File: config.mk
export PLATFORM = sky130hd
export DESIGN_NAME = dds_phase_gen
export DESIGN_NICKNAME = d
export VERILOG_FILES = /design/src/rtl/dds_pkg.sv /design/src/rtl/dds_field.sv /design/src/rtl/dds_accum.sv /design/src/rtl/dds_phase_out.sv /design/src/rtl/dds_mode_dec.sv /design/src/rtl/dds_phase_gen.sv
export SDC_FILE = /design/constraint.sdc
export NUM_CORES = 1
export LEC_CHECK = 0
export BUFFER_PORTS_ARGS = -buffer_cell sky130_fd_sc_hd__buf_2
export CAP_MARGIN = 20
export CORE_MARGIN = 3
export CORE_UTILIZATION = 40
export DETAILED_ROUTE_END_ITERATION = 8
export GPL_TIMING_DRIVEN = 1
export PLACE_DENSITY_LB_ADDON = 0.1
export SLEW_MARGIN = 10
export SYNTH_ARGS = -nofsm -noshare
export SYNTH_HDL_FRONTEND = slang
export SYNTH_SLANG_ARGS = --single-unit
File: constraint.sdc
create_clock -name clk_i -period 4.73 [get_ports clk_i]
set_clock_uncertainty 0.15 [all_clocks]
set_input_delay 0.473 -clock clk_i [delete_from_list [all_inputs] [get_ports clk_i]]
set_output_delay 0.473 -clock clk_i [all_outputs]
set_load 0.03 [all_outputs]
File: src/rtl/dds_pkg.sv
package dds_pkg;
  typedef enum logic [2:0] {
    MODE_TONE  = 3'd0,
    MODE_FSK   = 3'd1,
    MODE_RFSK  = 3'd2,
    MODE_CHIRP = 3'd3,
    MODE_BPSK  = 3'd4
  } dds_mode_e;

  // base = most significant byte of each field
  localparam int unsigned ADDR_POFF  = 'h00;
  localparam int unsigned ADDR_FTW   = 'h04;
  localparam int unsigned ADDR_AMP   = 'h10;
  localparam int unsigned ADDR_MODE  = 'h1F;
endpackage

File: src/rtl/dds_field.sv
module dds_field #(
  parameter int unsigned W      = 8,
  parameter int unsigned BASE   = 0,
  parameter int unsigned ADDR_W = 6
) (
  input  logic              clk_i,
  input  logic              rst_ni,
  input  logic              mreset_i,
  input  logic              wr_en_i,
  input  logic [ADDR_W-1:0] wr_addr_i,
  input  logic [7:0]        wr_data_i,
  input  logic              update_i,
  output logic [W-1:0]      val_o
);
  localparam int unsigned NB = (W + 7) / 8;
  localparam int unsigned PW = NB * 8;

  logic [W-1:0]  hold_q;
  logic [W-1:0]  act_q;
  logic [PW-1:0] wide_q;
  logic [PW-1:0] wide_d;

  assign wide_q = PW'(hold_q);

  for (genvar b = 0; b < NB; b++) begin : g_lane
    localparam int unsigned LO = (NB - 1 - b) * 8;
    logic hit;
    assign hit = wr_en_i && (wr_addr_i == ADDR_W'(BASE + b));
    assign wide_d[LO +: 8] = hit ? wr_data_i : wide_q[LO +: 8];
  end

  always_ff @(posedge clk_i or negedge rst_ni) begin
    if (!rst_ni) begin
      hold_q <= '0;
      act_q  <= '0;
    end else if (mreset_i) begin
      hold_q <= '0;
      act_q  <= '0;
    end else begin
      if (update_i) act_q <= hold_q;  // old holding value
      hold_q <= W'(wide_d);            // drops bits above W
    end
  end

  assign val_o = act_q;
endmodule

File: src/rtl/dds_accum.sv
module dds_accum #(
  parameter int unsigned ACC_W = 48,
  parameter int unsigned PH_W  = 14
) (
  input  logic             clk_i,
  input  logic             rst_ni,
  input  logic             mreset_i,
  input  logic [ACC_W-1:0] ftw_i,
  output logic [PH_W-1:0]  top_o
);
  logic [ACC_W-1:0] acc_q;

  always_ff @(posedge clk_i or negedge rst_ni) begin
    if (!rst_ni)       acc_q <= '0;
    else if (mreset_i) acc_q <= '0;
    else               acc_q <= acc_q + ftw_i;
  end

  assign top_o = acc_q[ACC_W-1 -: PH_W];
endmodule

File: src/rtl/dds_phase_out.sv
module dds_phase_out #(
  parameter int unsigned PH_W = 14
) (
  input  logic [PH_W-1:0] top_i,
  input  logic [PH_W-1:0] poff_i,
  output logic [PH_W-1:0] ph_i_o,
  output logic [PH_W-1:0] ph_q_o
);
  localparam logic [PH_W-1:0] QTR = PH_W'(1) << (PH_W - 2);

  logic [PH_W-1:0] poff_q;

  assign poff_q = poff_i + QTR;
  assign ph_i_o = top_i + poff_i;
  assign ph_q_o = top_i + poff_q;
endmodule

File: src/rtl/dds_mode_dec.sv
module dds_mode_dec
  import dds_pkg::*;
(
  input  logic [2:0] raw_i,
  output logic [2:0] mode_o,
  output logic       bad_o
);
  dds_mode_e mode;

  always_comb begin
    bad_o = 1'b0;
    mode  = MODE_TONE;
    case (raw_i)
      3'd0: mode = MODE_TONE;
      3'd1: mode = MODE_FSK;
      3'd2: mode = MODE_RFSK;
      3'd3: mode = MODE_CHIRP;
      3'd4: mode = MODE_BPSK;
      default: begin
        mode  = MODE_TONE;  // reserved codes fall back to single tone
        bad_o = 1'b1;
      end
    endcase
  end

  assign mode_o = mode;
endmodule

File: src/rtl/dds_phase_gen.sv
module dds_phase_gen
  import dds_pkg::*;
#(
  parameter int unsigned ACC_W  = 48,
  parameter int unsigned PH_W   = 14,
  parameter int unsigned AMP_W  = 12,
  parameter int unsigned ADDR_W = 6
) (
  input  logic              clk_i,
  input  logic              rst_ni,
  input  logic              mreset_i,
  input  logic              wr_en_i,
  input  logic [ADDR_W-1:0] wr_addr_i,
  input  logic [7:0]        wr_data_i,
  input  logic              update_i,
  output logic [PH_W-1:0]   phase_i_o,
  output logic [PH_W-1:0]   phase_q_o,
  output logic [AMP_W-1:0]  amp_i_o,
  output logic [AMP_W-1:0]  amp_q_o,
  output logic [2:0]        mode_o,
  output logic              mode_bad_o
);
  localparam int unsigned AMP_NB = (AMP_W + 7) / 8;
  localparam int unsigned N_CH   = 2;

  logic [ACC_W-1:0]            ftw;
  logic [PH_W-1:0]             poff;
  logic [PH_W-1:0]             acc_top;
  logic [2:0]                  mode_raw;
  logic [N_CH-1:0][AMP_W-1:0]  amp;

  dds_field #(.W(ACC_W), .BASE(ADDR_FTW), .ADDR_W(ADDR_W)) u_ftw (
    .clk_i, .rst_ni, .mreset_i, .wr_en_i, .wr_addr_i, .wr_data_i, .update_i,
    .val_o(ftw)
  );

  dds_field #(.W(PH_W), .BASE(ADDR_POFF), .ADDR_W(ADDR_W)) u_poff (
    .clk_i, .rst_ni, .mreset_i, .wr_en_i, .wr_addr_i, .wr_data_i, .update_i,
    .val_o(poff)
  );

  dds_field #(.W(3), .BASE(ADDR_MODE), .ADDR_W(ADDR_W)) u_mode (
    .clk_i, .rst_ni, .mreset_i, .wr_en_i, .wr_addr_i, .wr_data_i, .update_i,
    .val_o(mode_raw)
  );

  // channel 0 = I, channel 1 = Q, packed back to back
  for (genvar c = 0; c < N_CH; c++) begin : g_amp
    dds_field #(.W(AMP_W), .BASE(ADDR_AMP + c * AMP_NB), .ADDR_W(ADDR_W)) u_amp (
      .clk_i, .rst_ni, .mreset_i, .wr_en_i, .wr_addr_i, .wr_data_i, .update_i,
      .val_o(amp[c])
    );
  end

  dds_accum #(.ACC_W(ACC_W), .PH_W(PH_W)) u_acc (
    .clk_i, .rst_ni, .mreset_i,
    .ftw_i (ftw),
    .top_o (acc_top)
  );

  dds_phase_out #(.PH_W(PH_W)) u_out (
    .top_i  (acc_top),
    .poff_i (poff),
    .ph_i_o (phase_i_o),
    .ph_q_o (phase_q_o)
  );

  dds_mode_dec u_dec (
    .raw_i  (mode_raw),
    .mode_o (mode_o),
    .bad_o  (mode_bad_o)
  );

  assign amp_i_o = amp[0];
  assign amp_q_o = amp[1];
endmodule

=== Word level (Yosys, flattened, before mapping) ===
Index checks and enable logic that the tools add are counted.

* Register bits: 226
* Input bits: 19
* Output and inout port bits: 56
* Logic and storage cells: 100

* Add/sub/neg operators: 4
* Equality and inequality tests: 16
* Muxes and demuxes: 31
* Reduce and logical (&&, ||, !) cells: 30

{| class="wikitable"
|+ Operator list
! kind !! count
|-
| $mux 48 || 4
|-
| $mux 12 || 6
|-
| $mux 8 || 9
|-
| $add 48x48->48 || 1
|-
| $mux 14 || 3
|-
| $eq 6x5->1 const B || 5
|-
| $add 14x14->14 || 2
|-
| $reduce_bool 2->1 || 14
|-
| $eq 6x3->1 const B || 4
|-
| $add 14x13->14 const B || 1
|-
| $logic_and 1x1->1 || 13
|-
| $eq 6x4->1 const B || 2
|-
| $mux 3 || 4
|-
| $pmux 3 s4 || 1
|-
| $mux 4 || 2
|-
| $eq 3x2->1 const B || 2
|-
| $eq 6x1->1 const B || 1
|-
| $logic_not 6->1 || 1
|-
| $mux 6 || 1
|-
| $reduce_or 5->1 || 1
|-
| $eq 3x1->1 const B || 1
|-
| $eq 3x3->1 const B || 1
|-
| $logic_not 3->1 || 1
|-
| $mux 1 || 1
|}

=== Longest topological paths before layout ===
Gate-level depths: netlist of the first run.

* Depth after elaboration: 4
* Depth in mapped cells: 12
* Depth with buffers taken out: 12

=== Cells and area by module ===
A second synthesis of the first run with hierarchy kept.

* Cell total of the unflattened synthesis: 1344
* Area, all modules: 13681.9 µm²

{| class="wikitable"
|+ By module, submodules not included
! module !! times used !! cells each !! area each (µm²)
|-
| dds_accum || 1 || 531 || 4406.7
|-
| dds_field at u_ftw || 1 || 327 || 4110.2
|-
| dds_phase_out || 1 || 167 || 1351.3
|-
| dds_field at u_poff || 1 || 106 || 1270.0
|-
| dds_field at g_amp[0].u_amp || 1 || 95 || 1106.1
|-
| dds_field at g_amp[1].u_amp || 1 || 90 || 1096.1
|-
| dds_field at u_mode || 1 || 24 || 304.0
|-
| dds_mode_dec || 1 || 4 || 37.5
|}

=== Least setup slack after synthesis of the first run ===
No wires, ideal clock.

* Kind: register -> output
* From: register u_poff.act_q[1] (netlist: u_poff.val_o[1])
* To: output port phase_q_o[12]
* Data arrival time: 3140 ps
* Required time: 4107 ps
* Path slack: 967 ps
* Stages on the path, launching flop included: 12
* Buffers on the path: 0
* Cell sequence: dfrtp_1 -> ha_1 -> inv_1 -> fa_1 -> nand2b_1 -> a21oi_1 -> o21ai_0 -> a21boi_0 -> o21ai_0 -> nand2b_1 -> a21oi_1 -> o311ai_0

* Word-level cells in the longest chain between the ends: 2

{| class="wikitable"
|+ RTL lines
! element !! line !! text
|-
| start, declared || dds_field.sv:19 || <nowiki>logic [W-1:0] act_q;</nowiki>
|-
| start signal, assigned || dds_field.sv:40 || <nowiki>if (update_i) act_q <= hold_q;</nowiki>
|-
| $add 14x13->14 || dds_phase_out.sv:13 || <nowiki>assign poff_q = poff_i + QTR;</nowiki>
|-
| $add 14x14->14 || dds_phase_out.sv:15 || <nowiki>assign ph_q_o = top_i + poff_q;</nowiki>
|-
| end, declared || dds_phase_gen.sv:17 || <nowiki>output logic [PH_W-1:0] phase_q_o,</nowiki>
|}

Every way passes these cells.

=== Final worst setup path of the first run ===
* From: register u_poff.act_q[1] (netlist: u_poff.val_o[1])
* To: output port phase_q_o[13]

Same word-level chain as after synthesis.

==> metrics.yaml, run 1 <==
status: "finished, final reports clean"
n_antenna_cell: 0
area_growth_pct: 12.30
synthesis.nets: 1348
synth_area_per_cell_um2: 10.13
final_common_cell: "nor2_1"
synth_cells: 1243
hpwl_mm: 20.42
r2r-end: "u_acc.acc_q[46]$_DFF_PN0_"
drive_gt1_frac: 0.1050
period_share: 0.9294
first_pass_iters: 5
fin_nets: 1396
worstSetupPathType: "reg2out"
cts_made_buffers: 26
postCtsSetupBuffers: 0
core-area_mm2: 0.03083
path_max_fanout: 3
initial_core_util: 0.4085
ys_types: 66
cp.arrival_ps: 3770
clockRootBuffer: "clkbuf_16"
crit_path_start: "u_poff.val_o[1]$_DFFE_PN0P_"
tns_ps: 0
synth_async_sr_flop_share: 1.000
yosys_register_bits: 226
htreeDepth: 1
min_path_type: "in2reg"
mostFrequentLayoutCells: "nor2_1, dfrtp_1, mux2i_1, ha_1, buf_2"
required_ps: 4110
worstMarginPinSlew_ps: 897.6
routabilityCongestion: 0.8396
via_per_inst: 5.247
yosys_warnings: 0
rows: 64
irDropWorstVdd_mv: 0.2218
cellPowerDensity_mw_per_mm2: 295.9
io_buffers: 74
drc: 0
finalCriticalPeriod_ps: 4396
grt_max_degree: 116
nFillCells: 2976
rsz0062_at_grt: "no"
cts_tree: "built"
num_vias: 8925
wl_per_cell_um: 17.62
slew_headroom: 0.4016
grt_use_total: 0.1819
cts_buffer_depth: 3
cts.sinks: 226
reg2reg_slack_ps: 1050
slew_violations: 0
netlist.area_leader.share: 0.4491
yosysTopAreaCell: "dfrtp_1"
rr_startpoint: "u_ftw.val_o[0]$_DFFE_PN0P_"
ioPinCount: 75
grt_overflow: 0
hold_viol: 0
setup_viol: 0
synth_area_leaders: "dfrtp_1, mux2i_1, nor2_1, ha_1, a21oi_1"
cp-endpoint: "phase_q_o[13]"
ant_nets: 0
grt_pass1_wl_mm: 49.91
die_area_mm2: 0.03365
synth-main-ff-cell: "dfrtp_1"
max_freq_ghz: 0.2275
clkTransAtPathRegs_ps: 60
drt_iter0_drc: 547
insertion_delay_ps: 540
maxCapViolCount: 0
first_global_vias: 9124
yosysSeqAreaShare: 0.4491
wl_mm: 29.97
antenna_found_initial: 0
synth_area_mm2: 0.01259
p_leak_nw: 7.545
die_w_um: 183.4
synth_edf_count: 0
cp-start-kind: "flop"
r2r_cells: 11
fin_util: 0.4587
endpoint_kind: "primary output"
die_h_um: 183.4
[metrics by stage]
step / total power, W / hold WS (ps) / std cells / worst slack (ps) / instance area [um2]
3_3_place_gp: 0.002180 / 348.1 / 1658 / 807.4 / 13270
5_1_grt: 0.004346 / 197.9 / 1701 / 48.14 / 14140
2_1_floorplan: 0.002085 / 27.41 / 1243 / 967.3 / 12590
4_1_cts: 0.004256 / 162.5 / 1701 / 213.8 / 14140
3_5_place_dp: 0.002180 / 355.0 / 1658 / 805.3 / 13270
6_report: 0.004185 / 188.1 / 1701 / 333.7 / 14140
[worst max-delay path, cell delays in order (launching register included)]
cell and delay (ps):
dfrtp_1 400, ha_1 320, ha_1 230, fa_1 400
nor2b_1 140, o21ai_0 140, nand2_1 100, a21o_1 180
a21o_1 190, a21oi_1 230, o21ai_1 140, or4_1 410
and3_1 170, buf_2 170
[cell usage after synthesis (3+ instances only)]
cell type	n
a211oi_1	5
a21boi_0	4
a21o_1	21
a21oi_1	61
a31oi_1	11
and2_1	4
and3_1	10
buf_1	8
buf_2	4
clkbuf_1	46
dfrtp_1	226
fa_1	14
ha_1	72
inv_1	31
mux2i_1	175
nand2_1	55
nand2b_1	5
nand3_1	19
nand3b_1	3
nand4_1	13
nor2_1	250
nor2b_1	14
nor3_1	14
nor4_1	4
o211ai_1	4
o21a_1	4
o21ai_0	35
o21ai_1	4
o21bai_1	14
o41ai_2	3
or3_1	4
xnor2_1	34
xor2_1	28
[state kept, by name (all words and copies together) (netlist names)]
register            flops
u_ftw.hold_q           48
u_acc.acc_q            48
g_amp.u_amp.val_o      24
u_poff.hold_q          14
u_poff.val_o           14
u_mode.hold_q           3
u_mode.val_o            3
u_ftw.val_o            48
g_amp.u_amp.hold_q     24
[per-layer routing]
metal / vias up / share of wire / wire [um] / track usage
li1: 4391 / - / - / -
met1: 4385 / 0.49 / 14560 / 0.2597
met2: 115 / 0.47 / 13960 / 0.3001
met3: 34 / 0.031 / 941 / 0.02295
met4: 0 / 0.017 / 510 / 0.03748
met5: - / 0 / 0 / 0
[worst min-delay path by stage]
| stage | from | end | slack [ps] | cells after the start |
|---|---|---|---|---|
| 4_1_cts | wr_data_i[6] | u_poff.hold_q[6]$_DFFE_PN0P_ | 160 | 3 |
| 6_report | wr_data_i[6] | u_poff.hold_q[6]$_DFFE_PN0P_ | 190 | 3 |
| 2_1_floorplan | rst_ni | g_amp[0].u_amp.hold_q[0]$_DFFE_PN0P_ | 30 | 0 |
| 5_1_grt | wr_data_i[6] | g_amp[0].u_amp.hold_q[6]$_DFFE_PN0P_ | 200 | 3 |
| 3_3_place_gp | u_ftw.hold_q[5]$_DFFE_PN0P_ | u_ftw.val_o[5]$_DFFE_PN0P_ | 350 | 2 |
| 3_5_place_dp | g_amp[0].u_amp.val_o[0]$_DFFE_PN0P_ | g_amp[0].u_amp.val_o[0]$_DFFE_PN0P_ | 360 | 2 |
[layout make-up]
type	instances	area, um2	area share
flip-flops and latches	226	5655	0.3999
clock inverters	10	178.9	0.01265
inverters	31	116.4	0.008228
multi-input cells	924	6561	0.4639
well taps	396	495.5	0.03503
clock buffers	32	683.2	0.04831
repair buffers	82	451.7	0.03194
[where the power goes]
group          internal, W  switching (W)  leakage (nW)
clock              0.00124       0.000806         0.421
combinational    0.0000467       0.000147          3.97
sequential         0.00194     0.00000497          3.16
[repair_timing]
action	CTS	global route
hold endpoints to repair	108	0
resized for setup	0	1
hold buffers	1	0
endpoints found under the setup margin	0	1
[cells by family after synthesis]
logic type | after synthesis | synth area share
buf+inv | 93 | 0.02991
mux | 177 | 0.1409
simple gates | 406 | 0.1398
xor+xnor | 62 | 0.04312
compound gates | 193 | 0.1034
fa+ha+maj | 86 | 0.09379
flops | 226 | 0.4491
(Power assumes the default switching activity.)
==> run 2, diff against run 1 <==
RECOVER_POWER = 100   (was default)
SETUP_SLACK_MARGIN = 0.05   (was default)
clock period = 3.6 ns   (was 4.73 ns; I/O delays follow)
==> run 2 against run 1 <==
  * Largest cell class unchanged
  * Utilization is 0.65 points higher
  * Critical endpoint unchanged
  * Design area rose by 1.4%
  * The flow now finishes with violations (capacitance limit, slew limit, setup timing)
  * Largest power group unchanged
  * Worst hold slack worse by 81 ps
==> metrics.yaml, run 2 (synthesis gave the netlist of run 1 again) <==
p_switching_w: 0.001272  # +33%
ioPinCount: 75  # unchanged
worst_slack_ps: -276.1  # -609.8 ps
insertion_delay_ps: 520  # -20 ps
dp_cells: 1681  # +1.4%
die_h_um: 183.4  # unchanged
grt_overflow: 0  # unchanged
p_leak_nw: 7.439  # -1.4%
ant_nets: 0  # unchanged
final_cells: 1734  # +1.9%
slew_headroom: -0.7802  # -1.182
first_global_vias: 9043  # -0.89%
hold_viol: 0  # unchanged
cts_buffer_depth: 3  # unchanged
setup_viol: 2  # +2
irDropWorstVdd_mv: 0.3989  # +80%
maxCapViolCount: 4  # +4
drive_gt1_frac: 0.1001  # -0.004831
endpoint_kind: "primary output"
hpwl_mm: 21.18  # +3.7%
worstMarginPinSlew_ps: 2670  # +1773 ps
power_w: 0.005446  # +30%
via_per_inst: 5.239  # -0.14%
drc: 0  # unchanged
combPwrFrac: 0.048  # +0.002
grt_max_degree: 92  # -21%
slew_violations: 205  # +205
status: "finished, violations left"
cts.sinks: 226  # unchanged
first_pass_iters: 4  # -1
fin_util: 0.4652  # +0.006453
clockPowerShare: 0.483  # -0.006
die_w_um: 183.4  # unchanged
mostFrequentLayoutCells: "nor2_1, dfrtp_1, mux2i_1, ha_1, a21oi_1"
grt_use_total: 0.1841  # +0.002184
finalCriticalPeriod_ps: 3876
wl_per_cell_um: 17.65  # +0.19%
cellInternalPower_w: 0.004174  # +29%
max_freq_ghz: 0.2580
n_antenna_cell: 0  # unchanged
num_vias: 9085  # +1.8%
period_share: 1.077
seq_area_mm2: 0.005655  # unchanged
clkTransAtPathRegs_ps: 60  # about the same
wl_mm: 30.61  # +2.1%
io_buffers: 74  # unchanged
drt_iter0_drc: 476  # -13%
clockRootBuffer: "clkbuf_16"
min_path_type: "in2reg"
fin_nets: 1423  # +1.9%
area_growth_pct: 13.88
htreeDepth: 1  # unchanged
required_ps: 3090  # -1020 ps
rows: 64  # unchanged
grt_pass1_wl_mm: 50.11  # +0.40%
cts_tree: "built"
worstSetupPathType: "reg2out"
initial_core_util: 0.4085  # unchanged
violations: "capacitance limit, slew limit, setup timing"
antenna_found_initial: 0  # unchanged
cp-start-kind: "flop"
cellPowerDensity_mw_per_mm2: 379.7  # +28%
p_seq_frac: 0.469  # +0.004
core-area_mm2: 0.03083  # unchanged
cts_made_buffers: 26  # unchanged
routabilityCongestion: 0.8371  # -0.30%
path_max_fanout: 2  # -1
final_common_cell: "nor2_1"
sw_frac_of_total: 0.2335  # +0.004732
rsz0062_at_grt: "yes"
cp.arrival_ps: 3370  # -400 ps
nFillCells: 2947  # -0.97%
multi_input_area_mm2: 0.006653  # +1.4%
die_area_mm2: 0.03365  # unchanged
[run 2: cell count changes in the layout (fill, tap and decap cells not counted), sizes merged]
cell,previous run,this run
clkinvlp,0,4
buf,81,41
clkinv,6,8
bufinv,4,1
clkbuf,32,102
[run 2: final timing paths]
path,from,endpoint,slack [ps],cells after the start
setup reg to reg,u_ftw.val_o[0]$_DFFE_PN0P_,u_acc.acc_q[46]$_DFF_PN0_,0,12
max in group asynchronous,rst_ni,u_ftw.hold_q[0]$_DFFE_PN0P_,230,3
hold reg to reg,u_ftw.hold_q[44]$_DFFE_PN0P_,u_ftw.val_o[44]$_DFFE_PN0P_,360,2
setup / recovery,u_acc.acc_q[35]$_DFF_PN0_,phase_q_o[13],-280,13
hold / removal,wr_data_i[6],u_poff.hold_q[6]$_DFFE_PN0P_,110,3
min in group asynchronous,rst_ni,u_ftw.val_o[34]$_DFFE_PN0P_,900,2
[run 2: repair_timing]
action | 4_1_cts | 5_1_grt
cloned | 0 | 0
buffers inserted | 1 | 3
gates resized for setup | 25 | 19
hold buffers | 1 | 0
endpoints found under the hold margin | 87 | 0
setup endpoints to repair | 9 | 8
pin swaps | 6 | 5
[run 2: metal layers]
metal	vias up	track usage	part of all wire
li1	4470	-	-
met4	0	0.03534	0.015
met2	114	0.3083	0.47
met3	27	0.02355	0.031
met1	4474	0.2598	0.48
met5	-	0	0
[run 2: critical path, cell delays in order, from the launching register on]
cell and delay, ps:
dfrtp_1 410, ha_4 260, ha_4 160, fa_2 330, nor2b_1 140, o21ai_1 120
nand2_1 80, a21o_1 180, a21o_1 190, a21oi_2 170, o21ai_2 80, or4_1 410
and3_4 190, buf_6 130
[run 2: layout make-up]
class | instances | share of cell area
multi-input combinational | 924 | 0.4639
sequential | 226 | 0.3943
clock buffer | 35 | 0.05339
timing repair buffer | 109 | 0.03874
tap | 396 | 0.03455
inverter | 31 | 0.008114
clock inverter | 13 | 0.006980
[run 2: power groups by stage]
| stage | clock, W | combinational [W] | sequential (W) |
|---|---|---|---|
| after floorplan | 0 | 0.000138 | 0.00260 |
| after global placement | 0 | 0.000272 | 0.00260 |
| after detailed placement | 0 | 0.000272 | 0.00260 |
| after CTS | 0.00271 | 0.000276 | 0.00256 |
| after global routing | 0.00282 | 0.000288 | 0.00256 |
| final | 0.00263 | 0.000261 | 0.00256 |
[run 2: stage by stage]
step / TNS (ps) / area [um2] / worst slack [ps] / hold WS (ps)
floorplan: 0 / 12590 / 136.3 / -85.59
global placement: -84.73 / 13470 / -84.73 / 299.8
detailed placement: -89.37 / 13470 / -89.37 / 292.1
CTS: -489.7 / 14440 / -328.6 / 78.80
global route: -16560 / 14340 / -447.0 / 106.5
finish: -334.7 / 14340 / -276.1 / 107.0
